## src/rtl/hbf_pkg.sv

```systemverilog
package hbf_pkg;
  // Bits needed to hold a count from 0 to n inclusive.
  function automatic int cnt_width(int n);
    return (n < 2) ? 1 : $clog2(n + 1);
  endfunction
endpackage

```

## src/rtl/hbf_persist.sv

```systemverilog
// Persistence filter: q sets after N consecutive samples of raw=1 and
// clears on the first sample of raw=0. INIT chooses the reset value.
module hbf_persist #(
  parameter int N    = 8,
  parameter bit INIT = 1'b0
) (
  input  logic clk,
  input  logic rst_n,
  input  logic raw,
  output logic q
);
  localparam int W = hbf_pkg::cnt_width(N);

  logic [W-1:0] cnt;
  logic         q_r;

  always_ff @(posedge clk) begin
    if (!rst_n) begin
      cnt <= '0;
      q_r <= INIT;
    end else if (!raw) begin
      cnt <= '0;
      q_r <= 1'b0;
    end else if (!q_r) begin
      if (cnt == W'(N - 1)) begin
        q_r <= 1'b1;
        cnt <= '0;
      end else begin
        cnt <= cnt + W'(1);
      end
    end
  end

  assign q = q_r;

  // Checker: run length of raw, saturating at N.
  logic [W:0] run;
  always_ff @(posedge clk) begin
    if (!rst_n) run <= '0;
    else if (!raw) run <= '0;
    else if (run < (W+1)'(N)) run <= run + (W+1)'(1);
  end

  // no acceptance before the full persistence count
  p_min_persist_r2: assert property (@(posedge clk) disable iff (!rst_n)
    $rose(q) |-> (run >= (W+1)'(N)));
  // the output drops right after the input goes away
  p_release_now_r8: assert property (@(posedge clk) disable iff (!rst_n)
    !raw |=> !q);
endmodule

```

## src/rtl/hbf_hold.sv

```systemverilog
// Trip latch with a post-condition hold of HOLD cycles.
module hbf_hold #(
  parameter int HOLD = 40
) (
  input  logic clk,
  input  logic rst_n,
  input  logic trip,
  output logic latched
);
  localparam int W = hbf_pkg::cnt_width(HOLD);

  logic [W-1:0] hc;
  logic         lat;

  always_ff @(posedge clk) begin
    if (!rst_n) begin
      lat <= 1'b0;
      hc  <= '0;
    end else if (trip) begin
      lat <= 1'b1;
      hc  <= '0;
    end else if (lat) begin
      if (hc == W'(HOLD - 1)) begin
        lat <= 1'b0;
        hc  <= '0;
      end else begin
        hc <= hc + W'(1);
      end
    end
  end

  assign latched = lat;

  // Checker: quiet samples since the trip ended, saturating at HOLD.
  logic [W-1:0] gap;
  always_ff @(posedge clk) begin
    if (!rst_n) gap <= '0;
    else if (trip) gap <= '0;
    else if (gap < W'(HOLD)) gap <= gap + W'(1);
  end

  // an accepted trip sets (or keeps) the latch
  p_trip_sets_r3: assert property (@(posedge clk) disable iff (!rst_n)
    trip |=> lat);
  // the latch falls only after exactly HOLD quiet samples
  p_hold_len_r5: assert property (@(posedge clk) disable iff (!rst_n)
    $fell(lat) |-> (gap == W'(HOLD)));
  // the latch never falls while a trip is present
  p_no_drop_in_trip_r6: assert property (@(posedge clk) disable iff (!rst_n)
    $fell(lat) |-> !$past(trip));
endmodule

```

## src/rtl/hb_fault_sup.sv

```systemverilog
module hb_fault_sup #(
  parameter int OC_FILT_CYC = 450,
  parameter int OC_HOLD_CYC = 57500,
  parameter int UV_FILT_CYC = 375
) (
  input  logic clk,
  input  logic rst_n,
  input  logic ovc_sense,
  input  logic vdd_good,
  input  logic drv_en,
  output logic gate_kill,
  output logic flt_pull
);
  logic oc_trip;
  logic oc_lat;
  logic uv_flt;
  logic vdd_bad;
  logic kill_r;

  assign vdd_bad = ~vdd_good;

  hbf_persist #(.N(OC_FILT_CYC), .INIT(1'b0)) u_oc_filt (
    .clk(clk), .rst_n(rst_n), .raw(ovc_sense), .q(oc_trip));

  // Undervoltage starts asserted so power-up reports a fault.
  hbf_persist #(.N(UV_FILT_CYC), .INIT(1'b1)) u_uv_filt (
    .clk(clk), .rst_n(rst_n), .raw(vdd_bad), .q(uv_flt));

  hbf_hold #(.HOLD(OC_HOLD_CYC)) u_oc_hold (
    .clk(clk), .rst_n(rst_n), .trip(oc_trip), .latched(oc_lat));

  assign flt_pull = uv_flt | oc_lat;

  always_ff @(posedge clk) begin
    if (!rst_n) kill_r <= 1'b1;
    else        kill_r <= ~drv_en | flt_pull;
  end

  assign gate_kill = kill_r;

  // any fault kills the gates on the next edge
  p_kill_on_fault_r4: assert property (@(posedge clk) disable iff (!rst_n)
    flt_pull |=> gate_kill);
  // disable kills the gates on the next edge
  p_kill_on_disable_r9: assert property (@(posedge clk) disable iff (!rst_n)
    !drv_en |=> gate_kill);
  // enabled and fault-free lets the gates run
  p_run_when_clear_r10: assert property (@(posedge clk) disable iff (!rst_n)
    (drv_en && !flt_pull) |=> !gate_kill);
endmodule

```

## config.mk

```make
export PLATFORM = sky130hd
export DESIGN_NAME = hb_fault_sup
export DESIGN_NICKNAME = d
export VERILOG_FILES = /design/src/rtl/hbf_pkg.sv /design/src/rtl/hbf_persist.sv /design/src/rtl/hbf_hold.sv /design/src/rtl/hb_fault_sup.sv
export SDC_FILE = /design/constraint.sdc
export NUM_CORES = 1
export LEC_CHECK = 0
export ABC_AREA = 1
export ABC_CLOCK_PERIOD_IN_PS = 1400
export BUFFER_PORTS_ARGS = -buffer_cell sky130_fd_sc_hd__buf_2
export CAP_MARGIN = 0
export CORE_AREA = 2 2 88 90
export DETAILED_ROUTE_END_ITERATION = 10
export DIE_AREA = 0 0 90 92
export PLACE_DENSITY = 0.5
export SETUP_SLACK_MARGIN = 0.2
export SYNTH_ARGS = -nofsm -noshare
export SYNTH_HDL_FRONTEND = slang
export SYNTH_SLANG_ARGS = --single-unit
export TNS_END_PERCENT = 5
```

## constraint.sdc

```tcl
create_clock -name clk -period 1.4 [get_ports clk]
set_input_delay 0.07 -clock clk [delete_from_list [all_inputs] [get_ports clk]]
set_output_delay 0.07 -clock clk [all_outputs]
set_load 0.01 [all_outputs]
```

==> metrics.md <==
| Metric | Value |
|---|---|
| Critical path endpoint | `u_oc_filt.cnt[8]$_SDFFE_PN0N_` |
| Internal reg-to-reg setup slack | `130 ps` |
| Pin slew with the least headroom to its limit | `between 400 and 500 ps` |
| EDFF count, synth | `0` |
| Pint | `between 1.5 and 2 mW` |
| Final period util | `between 90% and 100%` |
| Leakage | `1.00 nW` |
| Critical Path End Type | `flop` |
| Final net count | `approximately 350` |
| Min-delay worst type | `in -> reg` |
| CTS tree | `built` |
| Largest cells by area after synthesis | `dfxtp_1, nand2_1, nor2_1` |
| Register area | `approximately 800 µm²` |
| Row cnt | `32` |
| #FFs+latches synth | `38` |
| Final Total Pwr | `between 1.5 and 2 mW` |
| Max_cap viols | `0` |
| Sequential share of power | `between 50% and 60%` |
| HPWL after DPL | `approximately 3400 µm` |
| Syn_area_per_cell | `approximately 6.7 µm²` |
| Status | `finished clean` |
| Crit path max fanout | `5` |
| Num CTS Buffers | `5` |
| Worst slack, placed | `approximately 50 ps` |
| Post-synth top area share | `about 36%` |
| Yosys cell types | `29` |
| Post-synthesis sequential area ratio | `36.4%` |
| Synth warnings | `0` |
| Placed inst area | `between 2000 and 2500 µm²` |
| R2r startpoint | `u_oc_filt.cnt[0]$_SDFFE_PN0N_` |
| Root buf cell | `clkbuf_8` |
| Clk buf depth | `2` |
| Clock insertion delay at the later pin of the skew report | `between 200 and 300 ps` |
| Most common cell in the netlist | `nand2_1` |
| Pwr Density | `around 750 nW/µm²` |
| Synth area leader | `dfxtp_1` |
| Initial Utilization | `between 20 and 30%` |
| Final WS setup | `131 ps` |
| Vias per cell | `approximately 4.5` |
| Worst reg2reg endpoint | `u_oc_filt.cnt[8]$_SDFFE_PN0N_` |
| Number of diodes | `0` |
| 1st-iter DRT viols | `84` |
| Post-DRT Antenna Nets | `0` |
| I/O pin count | `7` |
| # clock sinks | `38` |
| RSZ-0062 raised after global routing | `yes` |
| Vias in the first global route | `1790` |
| CORE AREA | `approximately 7400 µm²` |
| Routed via count | `~2000` |
| Clock network fraction of design power | `between 30 and 40%` |
| Syn nets | `roughly 320` |
| Top_reg_cell synth | `dfxtp_1` |
| Crit Path Category | `reg -> reg` |
| Cell total after placement | `422` |
| Switch share | `between 20% and 30%` |
| Area growth, synth to finish | `24.9%` |
| Clock transition at path regs | `~80 ps` |
| Gp weighted congestion | `around 0.8` |
| Port buffer count | `6` |
| Number of fill cells | `around 790` |
| Mapped Cells | `between 300 and 400` |
| Final Util | `between 30% and 40%` |
| Data required, critical path | `approximately 1600 ps` |
| Fin Hold WS | `21.0 ps` |
| Mapped cell area | `around 2100 µm²` |
| Total GRT Usage | `around an eighth` |
| DRC viols | `0` |
| Max H-tree Level | `2` |
| Fin. max-slew vios | `0` |
| Worst reg2reg path depth | `5` |
| Synth cell count leaders | `nand2_1, nor2_1, dfxtp_1, inv_1, nand3_1` |
| Ys async rst share | `0%` |
| Logic pwr share | `under 10%` |
| Initial antenna violation count | `0` |
| Critical path startpoint | `u_oc_filt.cnt[0]$_SDFFE_PN0N_` |
| Final Skew | `around 4.5 ps` |
| Hold_sp | `rst_n` |
| Multi-input logic area | `around 1300 µm²` |
| Critical path arrival | `~1500 ps` |
| Peak VDD IR | `0.326 mV` |
| Crit path time final | `1270 ps` |
| Psw | `454 µW` |
| GRT overflow | `0` |
| First-pass GRT wire length | `8000 µm` |
| # setup viols final | `0` |
| Chip Height | `roughly 90 µm` |
| Initial DRT Pass Iterations | `4` |
| Peak Freq | `between 0.7 and 0.8 GHz` |
| Final Cell Area | `roughly 2600 µm²` |
| Final Hold Fails | `0` |
| DR WL/cell | `between 10 and 15 µm` |
| Slew headroom | `69.5%` |
| Largest net degree at the start of global routing | `12` |
| Final wirelength | `approximately 4800 µm` |
| Setup TNS | `0 ps` |
| Share of layout cells above drive strength 1 | `around a quarter` |
| Die area | `~8300 µm²` |
| Crit start category | `flop` |
| Finished Layout Cells | `~440` |
| Width of the die | `90 µm` |
==> sequential cells by signal (all words and copies together) (netlist names) <==
name	count
gate_kill	1
u_oc_hold.hc	16
u_uv_filt.cnt	9
u_oc_filt.cnt	9
u_uv_filt.q	1
u_oc_filt.q	1
u_oc_hold.latched	1
==> placed cells by master, fill, tap and decap left out, types with 2 or more instances in the layout <==
cell,n
nand3_1,20
o21bai_1,2
nand2_4,4
nand3b_1,3
dfxtp_4,3
inv_4,2
nand3_2,4
nor2_4,4
xnor2_1,4
o211ai_1,4
buf_6,2
xor2_1,4
buf_2,6
inv_1,34
ha_1,2
dfxtp_1,24
inv_2,8
nand4_1,13
clkbuf_8,6
nand2_1,76
nand2_2,3
a21oi_1,18
nor2_1,34
buf_4,10
o21ai_0,7
nand3_4,2
nor3_2,2
dfxtp_2,11
nor2_2,10
ha_4,3
==> per-layer routing <==
layer / vias up / part of all wire (%) / track usage, %
li1: 1040 / - / -
met1: 902 / 50 / 15.5
met2: 26 / 45 / 18.8
met3: 8 / 2.9 / 2.96
met4: 0 / 1.9 / 4.23
met5: - / 0 / 0
==> critical path: stages, from the launching register on <==
cell	delay (ps)
dfxtp_2	360
buf_4	130
ha_1	140
nand4_1	190
o21bai_4	270
nor2_1	70
==> logic make-up after synthesis <==
group / count (synthesis) / share of synthesized area [%]
and+or+nand+nor: 177 / 38.6
buffers and inverters: 50 / 9.34
DFF: 38 / 36.4
AOI/OAI and AO/OA: 34 / 9.34
xor gates and xnor gates: 8 / 3.35
adders and majority gates: 5 / 2.99
==> what timing repair did <==
item	CTS	global route
hold endpoints to repair	1	0
buffers inserted	3	4
hold buffers	1	0
pin swaps	5	16
endpoints found under the setup margin	23	34
gates resized for setup	9	39
==> power groups by stage <==
| stage | clock (mW) | sequential, mW | combinational (mW) |
|---|---|---|---|
| after floorplan | 0 | 1.12 | 0.0504 |
| after global placement | 0 | 1.12 | 0.0851 |
| after detailed placement | 0 | 1.12 | 0.0859 |
| after CTS | 0.829 | 1.09 | 0.0902 |
| after global routing | 0.875 | 1.09 | 0.105 |
| final | 0.786 | 1.09 | 0.0938 |
==> worst min-delay path by stage <==
stage                        endpoint  slack [ps]  cells after the start
6_report       u_uv_filt.q$_SDFF_PN1_          20                      2
3_3_place_gp     gate_kill$_SDFF_PN1_         280                      2
2_1_floorplan  u_uv_filt.q$_SDFF_PN1_         140                      1
5_1_grt        u_uv_filt.q$_SDFF_PN1_          10                      2
3_5_place_dp     gate_kill$_SDFF_PN1_         290                      2
4_1_cts        u_uv_filt.q$_SDFF_PN1_           8                      2
==> area by class of cell <==
type	instances	share of cell area (%)
Clock buffer	7	3.31
Sequential cell	38	30.1
Inverter	46	6.95
Tap cell	102	4.89
Timing Repair Buffer	20	6.04
Multi-Input combinational cell	224	48.5
Clock inverter	1	0.192
(Power assumes the default switching activity.)
